===== src/rtl/ccd_tg_pkg.sv =====
package ccd_tg_pkg;
  parameter int unsigned TICK_W = 24;

  typedef logic [TICK_W-1:0] tick_t;

  typedef enum logic {
    CLAMP_PIXEL = 1'b0,
    CLAMP_LINE  = 1'b1
  } clamp_style_e;

  // Tick boundaries of one line, fixed at line start
  typedef struct packed {
    tick_t        gate_on;
    tick_t        gate_off;
    tick_t        read_on;
    tick_t        read_off;
    tick_t        win_lo;
    tick_t        win_hi;
    tick_t        period;
    clamp_style_e style;
  } line_plan_t;
endpackage


===== src/rtl/ccd_tg_cfg.sv =====
module ccd_tg_cfg
  import ccd_tg_pkg::*;
#(
  parameter int unsigned SHIFTS    = 3719,
  parameter int unsigned PIX_TICKS = 14
) (
  input  logic       clk,
  input  logic       rst_n,
  input  logic       load,
  input  logic       req_line_clamp,
  input  tick_t      req_guard,
  input  tick_t      req_width,
  input  tick_t      req_margin,
  input  tick_t      req_period,
  output line_plan_t plan_q,
  output logic       short_q
);
  localparam tick_t READ_TICKS = tick_t'(SHIFTS * PIX_TICKS);

  line_plan_t plan_d;
  logic       short_d;
  tick_t      late_edge;

  always_comb begin
    plan_d.gate_on  = req_guard;
    plan_d.gate_off = req_guard + req_width;
    plan_d.read_on  = plan_d.gate_off + req_guard;
    plan_d.read_off = plan_d.read_on + READ_TICKS;
    plan_d.win_lo   = (req_margin > req_guard) ? '0 : req_guard - req_margin;
    late_edge       = plan_d.gate_off + req_margin;
    plan_d.win_hi   = (late_edge > plan_d.read_on) ? plan_d.read_on : late_edge;
    short_d         = req_period < plan_d.read_off;
    plan_d.period   = short_d ? plan_d.read_off : req_period;
    plan_d.style    = req_line_clamp ? CLAMP_LINE : CLAMP_PIXEL;
  end

  always_ff @(posedge clk or negedge rst_n) begin
    if (!rst_n) begin
      plan_q  <= '0;
      short_q <= 1'b0;
    end else if (load) begin
      plan_q  <= plan_d;
      short_q <= short_d;
    end
  end
endmodule


===== src/rtl/ccd_tg_seq.sv =====
module ccd_tg_seq
  import ccd_tg_pkg::*;
#(
  parameter int unsigned PIX_TICKS = 14,
  localparam int unsigned PIX_W    = $clog2(PIX_TICKS)
) (
  input  logic             clk,
  input  logic             rst_n,
  input  logic             run_en,
  input  line_plan_t       plan,
  output logic             running,
  output logic [PIX_W-1:0] pix,
  output logic             load,
  output logic             at_start,
  output logic             in_gate,
  output logic             in_read,
  output logic             in_win
);
  localparam logic [PIX_W-1:0] PIX_LAST = PIX_W'(PIX_TICKS - 1);

  tick_t cnt;
  tick_t cnt_inc;
  logic  wrap;

  assign cnt_inc  = cnt + 1'b1;
  assign wrap     = running && (cnt_inc == plan.period);
  assign load     = !running || wrap;
  assign at_start = running && (cnt == '0);
  assign in_gate  = (cnt >= plan.gate_on) && (cnt < plan.gate_off);
  assign in_read  = (cnt >= plan.read_on) && (cnt < plan.read_off);
  assign in_win   = (cnt >= plan.win_lo)  && (cnt < plan.win_hi);

  always_ff @(posedge clk or negedge rst_n) begin
    if (!rst_n) begin
      running <= 1'b0;
      cnt     <= '0;
      pix     <= '0;
    end else begin
      running <= run_en;
      if (load) begin
        cnt <= '0;
        pix <= '0;
      end else begin
        cnt <= cnt_inc;
        pix <= ((cnt_inc == plan.read_on) || (pix == PIX_LAST)) ? '0 : pix + 1'b1;
      end
    end
  end
endmodule


===== src/rtl/ccd_tg_drv.sv =====
module ccd_tg_drv
  import ccd_tg_pkg::*;
#(
  parameter int unsigned PIX_TICKS = 14,
  parameter int unsigned N_COLOUR  = 3,
  localparam int unsigned PIX_W    = $clog2(PIX_TICKS)
) (
  input  logic                running,
  input  clamp_style_e        style,
  input  logic [PIX_W-1:0]    pix,
  input  logic                at_start,
  input  logic                in_gate,
  input  logic                in_read,
  input  logic                in_win,
  output logic [N_COLOUR-1:0] gates,
  output logic                phi1,
  output logic                phi2,
  output logic                phi1_last,
  output logic                rst_gate,
  output logic                clamp,
  output logic                line_start,
  output logic                pix_strobe
);
  localparam logic [PIX_W-1:0] HALF     = PIX_W'(PIX_TICKS / 2);
  localparam logic [PIX_W-1:0] PIX_LAST = PIX_W'(PIX_TICKS - 1);

  logic gate_on;
  logic first_half;

  assign gate_on    = running && in_gate;
  assign first_half = pix < HALF;

  for (genvar c = 0; c < N_COLOUR; c++) begin : g_colour
    assign gates[c] = gate_on;
  end

  always_comb begin
    phi1       = 1'b1;
    phi2       = 1'b0;
    rst_gate   = 1'b0;
    clamp      = (style == CLAMP_LINE);
    line_start = 1'b0;
    pix_strobe = 1'b0;
    if (running) begin
      line_start = at_start;
      if (in_read) begin
        phi1       = first_half;
        phi2       = !first_half;
        pix_strobe = (pix == PIX_LAST);
      end
      if (style == CLAMP_LINE) begin
        rst_gate = in_gate || (pix == '0);
        clamp    = !in_win;
      end else begin
        rst_gate = (pix == '0);
        clamp    = (pix == PIX_W'(1));
      end
    end
  end

  assign phi1_last = phi1;
endmodule


===== src/rtl/ccd_timing_gen.sv =====
module ccd_timing_gen
  import ccd_tg_pkg::*;
#(
  parameter int unsigned SHIFTS    = 3719,
  parameter int unsigned PIX_TICKS = 14
) (
  input  logic              clk,
  input  logic              rst_n,
  input  logic              run_en,
  input  logic              cfg_line_clamp,
  input  logic [TICK_W-1:0] cfg_guard,
  input  logic [TICK_W-1:0] cfg_tg_width,
  input  logic [TICK_W-1:0] cfg_clamp_margin,
  input  logic [TICK_W-1:0] cfg_period,
  output logic [2:0]        tg_gate,
  output logic              phi1,
  output logic              phi2,
  output logic              phi1_last,
  output logic              rst_gate,
  output logic              clamp,
  output logic              line_start,
  output logic              pix_strobe,
  output logic              cfg_short
);
  localparam int unsigned PIX_W = $clog2(PIX_TICKS);

  line_plan_t       plan;
  logic             running;
  logic [PIX_W-1:0] pix;
  logic             load;
  logic             at_start;
  logic             in_gate;
  logic             in_read;
  logic             in_win;
  logic             mode_line;

  assign mode_line = (plan.style == CLAMP_LINE);

  ccd_tg_cfg #(.SHIFTS(SHIFTS), .PIX_TICKS(PIX_TICKS)) u_cfg (
    .clk(clk), .rst_n(rst_n), .load(load),
    .req_line_clamp(cfg_line_clamp), .req_guard(cfg_guard),
    .req_width(cfg_tg_width), .req_margin(cfg_clamp_margin),
    .req_period(cfg_period), .plan_q(plan), .short_q(cfg_short)
  );

  ccd_tg_seq #(.PIX_TICKS(PIX_TICKS)) u_seq (
    .clk(clk), .rst_n(rst_n), .run_en(run_en), .plan(plan),
    .running(running), .pix(pix), .load(load), .at_start(at_start),
    .in_gate(in_gate), .in_read(in_read), .in_win(in_win)
  );

  ccd_tg_drv #(.PIX_TICKS(PIX_TICKS), .N_COLOUR(3)) u_drv (
    .running(running), .style(plan.style), .pix(pix), .at_start(at_start),
    .in_gate(in_gate), .in_read(in_read), .in_win(in_win),
    .gates(tg_gate), .phi1(phi1), .phi2(phi2), .phi1_last(phi1_last),
    .rst_gate(rst_gate), .clamp(clamp), .line_start(line_start),
    .pix_strobe(pix_strobe)
  );
endmodule


===== config.mk =====
export PLATFORM = sky130hd
export DESIGN_NAME = ccd_timing_gen
export DESIGN_NICKNAME = d
export VERILOG_FILES = /design/src/rtl/ccd_tg_pkg.sv /design/src/rtl/ccd_tg_cfg.sv /design/src/rtl/ccd_tg_seq.sv /design/src/rtl/ccd_tg_drv.sv /design/src/rtl/ccd_timing_gen.sv
export SDC_FILE = /design/constraint.sdc
export NUM_CORES = 1
export LEC_CHECK = 0
export ABC_AREA = 1
export BUFFER_PORTS_ARGS = -buffer_cell sky130_fd_sc_hd__buf_4
export CORE_MARGIN = 2
export CORE_UTILIZATION = 58
export CTS_CLUSTER_SIZE = 10
export DETAILED_ROUTE_END_ITERATION = 7
export GPL_ROUTABILITY_DRIVEN = 0
export PLACE_DENSITY = 0.76
export SLEW_MARGIN = 25
export SYNTH_ARGS = -nofsm -noshare
export SYNTH_HDL_FRONTEND = slang
export SYNTH_SLANG_ARGS = --single-unit

===== constraint.sdc =====
create_clock -name clk -period 3.15 [get_ports clk]
set_input_delay 0.4725 -clock clk [delete_from_list [all_inputs] [get_ports clk]]
set_output_delay 0.4725 -clock clk [all_outputs]
set_load 0.1 [all_outputs]

==> Flow_metrics.wiki, run 1 <==
{| class="wikitable"
! Metric !! Value
|-
| Worst Endpoint after GRT Repair || u_cfg.plan_q[18]$_DFFE_PN0P_/D
|-
| Initial Utilization || around three fifths
|-
| Worst EP kind || sequential cell input
|-
| Num ports || between 100 and 150
|-
| Status || stopped before the end
|-
| CTS H-tree depth || 4
|-
| Count of input and output buffers || 110
|-
| Master cell of the clock root buffer || clkbuf_16
|-
| Total track usage || a little over two thirds
|-
| Average cell area after synthesis || roughly 7 um^2
|-
| Cell taking the most area after synthesis || dfrtp_1
|-
| Post-Place Cell Area || about 24000 um^2
|-
| Number of buffers added by the clock tree synthesis step || 17
|-
| Yosys top cell area share || roughly a quarter
|-
| Fail Step || global routing
|-
| Cells after synthesis || 2663
|-
| Number of standard-cell rows in the floorplan || 66
|-
| Pin count of the biggest net entering global routing || 63
|-
| Warnings from Yosys || 0
|-
| Y dimension of the die || roughly 180 um
|-
| Commonest register cell after synthesis || dfrtp_1
|-
| Number of distinct library cells after synthesis || between 40 and 50
|-
| Area of the mapped netlist || about 19000 um^2
|-
| Dominant cells by area after synthesis || dfrtp_1 (26%), ha_1 (19%), nand2_1 (13%)
|-
| Part of the Yosys area used for sequential elements || 26.2%
|-
| Net count after synthesis || 3052
|-
| Async set-reset flop share out of synthesis || 100%
|-
| Detailed Place HPWL || between 50 and 60 mm
|-
| Number of buffers on the longest clock path || 2
|-
| X dimension of the die || between 150 and 200 um
|-
| Total number of clock tree sinks || 198
|-
| Number of enable flip-flop cells after synthesis || 0
|-
| Count of state elements after synthesis || 198
|-
| Error message || [ERROR GRT-0232] Routing congestion too high. Check the congestion heatmap in the GUI.
|-
| GRT overflow || 9
|}
## cells by family after synthesis
logic type      after synthesis  share of synthesized area (%)
fa+ha+maj                   289                           19.3
xor+xnor                    127                           5.89
simple gates               1129                           25.0
flops                       198                           26.2
buf+inv                     446                           9.58
compound gates              474                           14.0
## synthesized netlist by cell type (all sizes together), types with 2 or more instances
cell type and instances:
ha 285, and2 2, nand3b 5, nand3 173, or2 4, o2111ai 7, o21a 7, buf 45
fa 4, nor2 172, nor3 37, xnor2 43, a31o 2, o21bai 13, a21o 15, o221ai 4
a211oi 7, nor4 11, o22ai 21, a21boi 9, o21ai 178, a221oi 2, dfrtp 198, a31oi 5
clkbuf 10, inv 391, nand4 41, o221a 2, o211ai 8, o31ai 3, nand2 681, a21oi 189
nor3b 2, xor2 84
## through the flow
step | std cells | TNS, ns | worst slack, ns
after floorplan | 2663 | -93.58 | -1.91
after global placement | 3610 | -147.65 | -2.51
after detailed placement | 3610 | -156.10 | -2.69
after CTS | 3699 | -102.97 | -1.92
## routing by layer
layer	GRT overflow	track usage, %
met1	0	68.4
met2	3	86.6
met3	0	54.9
met4	6	68.4
met5	0	31.0
## timing repair
item                                   in CTS
hold buffers                                1
cloned                                      7
setup endpoints to repair                  89
pin swaps                                  75
setup buffers                              54
endpoints found under the hold margin      16
gates resized for setup                   236
==> inputs of run 2 (changes only) <==
CORE_UTILIZATION = 40   (was 58)
CTS_CLUSTER_SIZE = not set   (was 10)
PLACE_DENSITY = not set   (was 0.76)
PLACE_DENSITY_LB_ADDON = 0.15   (was not set)
==> Flow_metrics.wiki, run 2 <==
{| class="wikitable"
! Metric !! Value
|-
| Post-Place Cell Area || 24600 um^2 (+3.3%)
|-
| Status || complete, but fails checks
|-
| Registers with the most flip-flops || u_cfg.plan_q: 168 flops, u_seq.cnt: 24 flops, u_seq.pix: 4 flops
|-
| Number of distinct library cells after synthesis || 48 (unchanged)
|-
| Cell taking the most area after synthesis || dfrtp_1
|-
| Cell internal pwr || between 0.01 and 0.015 W
|-
| Failing checks || setup timing
|-
| First-iteration detailed-routing DRC count || 1482
|-
| Global-route wire length before repair || roughly 110 mm
|-
| Yosys top cell area share || 26.2% (unchanged)
|-
| Number of standard-cell rows in the floorplan || 79 (+20%)
|-
| Most frequent cells in the layout || buf_4 (592), nand2_1 (541), inv_1 (358)
|-
| RSZ-0062 raised after global routing || yes
|-
| Final std cell area, no fill || roughly 28000 um^2
|-
| Min-Delay Path Class || in -> reg
|-
| Initial antenna violation count || 0
|-
| Initial Utilization || 40.6% (-18 points)
|-
| Register share of total power || between 15 and 20%
|-
| Vias per Instance || about 5.3
|-
| Area of the mapped netlist || 18900 um^2 (unchanged)
|-
| Net count of the finished layout || 3710
|-
| Commonest non-fill, non-tap cell in the layout || buf_4
|-
| Dominant cells by area after synthesis || dfrtp_1 (26%), ha_1 (19%), nand2_1 (13%)
|-
| Commonest register cell after synthesis || dfrtp_1
|-
| Flip-flop count of the largest register after layout || around 170
|-
| Switching portion of total power || between 40% and 50%
|-
| Startpoint type of the worst setup path || input port
|-
| Num ports || 111 (unchanged)
|-
| CTS H-tree depth || 4 (unchanged)
|-
| Max_cap viols || 0
|-
| Pin count of the biggest net entering global routing || 71
|-
| Category of the most critical setup path || in -> reg
|-
| Die area || between 40000 and 50000 um^2
|-
| Y dimension of the die || 221 um (+20%)
|-
| Post-route clock period utilization || 163%
|-
| Pwr/cell area || approximately 720 nW/um^2
|-
| Count of antenna diodes in the layout || 0
|-
| Delay contributed by the slowest stage of the critical path || roughly 0.34 ns
|-
| Fmax || about 0.2 GHz
|-
| Total number of clock tree sinks || 198 (unchanged)
|-
| Post-detailed-route wirelength per cell || ~18 um
|-
| DP Cell Count || 3834 (+6.2%)
|-
| Final-report setup violation count || roughly 80
|-
| Register with the most flip-flops || u_cfg.plan_q
|-
| Clock share of power || a little under an eighth
|-
| Worst-margin pin slew || between 0.6 and 0.7 ns
|-
| Vias || 20741
|-
| Element type at the critical path end || flip-flop
|-
| Growth of design area from synthesis to finish || 50.6%
|-
| Vias in the first global route || around 21000
|-
| Number of buffers on the longest clock path || 2 (unchanged)
|-
| Share of cells above drive strength 1 || 35.7%
|-
| Placeable Area || approximately 47000 um^2
|-
| Warnings from Yosys || 0 (unchanged)
|-
| Post-layout minimum cycle time || between 5 and 6 ns
|-
| Data arrival time of the worst path || around 5.6 ns
|-
| Part of the Yosys area used for sequential elements || 26.2% (unchanged)
|-
| Number of buffers added by the clock tree synthesis step || 17 (unchanged)
|-
| Non-filler cells, final || 3941
|-
| Worst clock skew on the final layout || roughly 0.018 ns
|-
| Most frequent cells after synthesis || nand2_1 (676), inv_1 (385), ha_1 (285), dfrtp_1 (198), a21oi_1 (187)
|-
| Async set-reset flop share out of synthesis || 100% (unchanged)
|-
| Post-detailed-route DRC marker count || 0
|-
| Fraction of the core area covered by cells at the end of the flow || between 60% and 70%
|-
| 1st-pass router iterations || 8
|-
| Combinational share of power || 70.8%
|-
| Critical-path maximum fanout || 5
|-
| Detailed Place HPWL || 55.3 mm (+5.8%)
|-
| Max IR drop VDD || roughly 0.63 mV
|-
| Max transition margin || 56.8%
|-
| CP max-delay cell || fa_2
|-
| Library cell with the highest instance count after synthesis || nand2_1
|-
| X dimension of the die || 221 um (+20%)
|-
| Total routed wirelength || between 70 and 80 mm
|-
| Cells after synthesis || 2663 (unchanged)
|-
| Endpoint required time on the critical path || 3.60 ns
|-
| Master cell of the clock root buffer || clkbuf_16
|-
| Clock latency on the worst-skew pair || 0.52 ns
|-
| GRT overflow || 0
|-
| Total leakage power || between 10 and 15 nW
|-
| Clock tree from TritonCTS || done
|-
| Net count after synthesis || 3052 (unchanged)
|-
| Count of input and output buffers || 110 (unchanged)
|-
| Clock-pin slew on the worst setup and hold paths || about 0.09 ns
|-
| Antenna Violating Nets Remaining || 0
|-
| Total track usage || between 20% and 30%
|-
| Final Hold Violating Endpoints || 0
|-
| Post-route setup slack || -2.00 ns
|-
| Net switching power || about 0.0093 W
|-
| Number of enable flip-flop cells after synthesis || 0 (unchanged)
|-
| Average cell area after synthesis || 7.09 um^2 (unchanged)
|-
| Min Hold Slack || 0.0610 ns
|-
| Count of state elements after synthesis || 198 (unchanged)
|-
| Number of max-slew violations in the final report || 0
|}
[run 2: cell counts after synthesis]
Identical to the previous run, type by type.
[run 2: cell type report]
class	count	area [um^2]
fill	4051	18100
multi-input combinational	2019	14600
timing repair buffer	694	6040
sequential	198	4980
inverter	391	1480
tap	607	759
clock buffer	18	429
clock inverter	14	164
[run 2: power groups by stage]
stage / logic (W) / registers, W / clock network (W)
after global placement: 0.0107 / 0.00365 / 0
final: 0.0146 / 0.00364 / 0.00236
after floorplan: 0.00613 / 0.00361 / 0
after global routing: 0.0158 / 0.00371 / 0.00248
after detailed placement: 0.0109 / 0.00366 / 0
after CTS: 0.0136 / 0.00362 / 0.00240
[run 2: final timing paths]
check,startpoint,end,slack (ns),cells after the start
worst max-delay path,cfg_tg_width[0],u_cfg.plan_q[14],-2.00,36
worst min-delay path,run_en,u_seq.running,0.06,1
worst max register to register,u_seq.cnt[2],u_cfg.plan_q[23],-0.08,22
worst min register to register,u_cfg.plan_q[96],u_cfg.plan_q[96],0.48,2
max in group asynchronous,rst_n,u_cfg.plan_q[152],1.73,3
min in group asynchronous,rst_n,u_cfg.plan_q[9],0.54,2
[run 2: metrics by stage]
stage	TNS [ns]	power, W	setup slack (ns)
after floorplan	-93.58	0.00974	-1.91
after global placement	-159.57	0.0143	-2.77
after detailed placement	-160.48	0.0146	-2.77
after CTS	-96.82	0.0196	-1.92
after global routing	-128.45	0.0220	-2.20
final	-102.95	0.0206	-2.00
[run 2: metal layers]
layer / global-route usage [%] / vias to the layer above / wire length (um)
met3: 3.49 / 147 / 3120
met2: 47.5 / 568 / 33800
met1: 36.3 / 9903 / 31200
met5: 0 / - / 0
li1: - / 10123 / -
met4: 12.4 / 0 / 2930
[run 2: critical path, delay by kind of cell]
| family | cells | cell delay, ns |
|---|---|---|
| xor+xnor | 2 | 0.36 |
| compound gates | 14 | 1.99 |
| buf+inv | 8 | 1.05 |
| simple gates | 8 | 0.72 |
| fa+ha+maj | 4 | 0.99 |
[run 2: logic make-up after synthesis]
kind of cell	after synthesis	share of synthesized area [%]
flip-flops	198	26.2
buffers and inverters	446	9.58
AND/OR/NAND/NOR	1129	25.0
AO/OA/AOI/OAI	474	14.0
XOR/XNOR	127	5.89
adder cells (fa/ha/maj)	289	19.3
[run 2: what timing repair did]
item | in CTS | in global routing
setup endpoints to repair | 85 | 207
gates resized for setup | 353 | 266
cloned | 8 | 1
hold endpoints to repair | 25 | 0
hold buffers | 1 | 0
buffers inserted | 50 | 31
pin swaps | 104 | 122
Note: power is estimated with default switching activity, not from simulation.
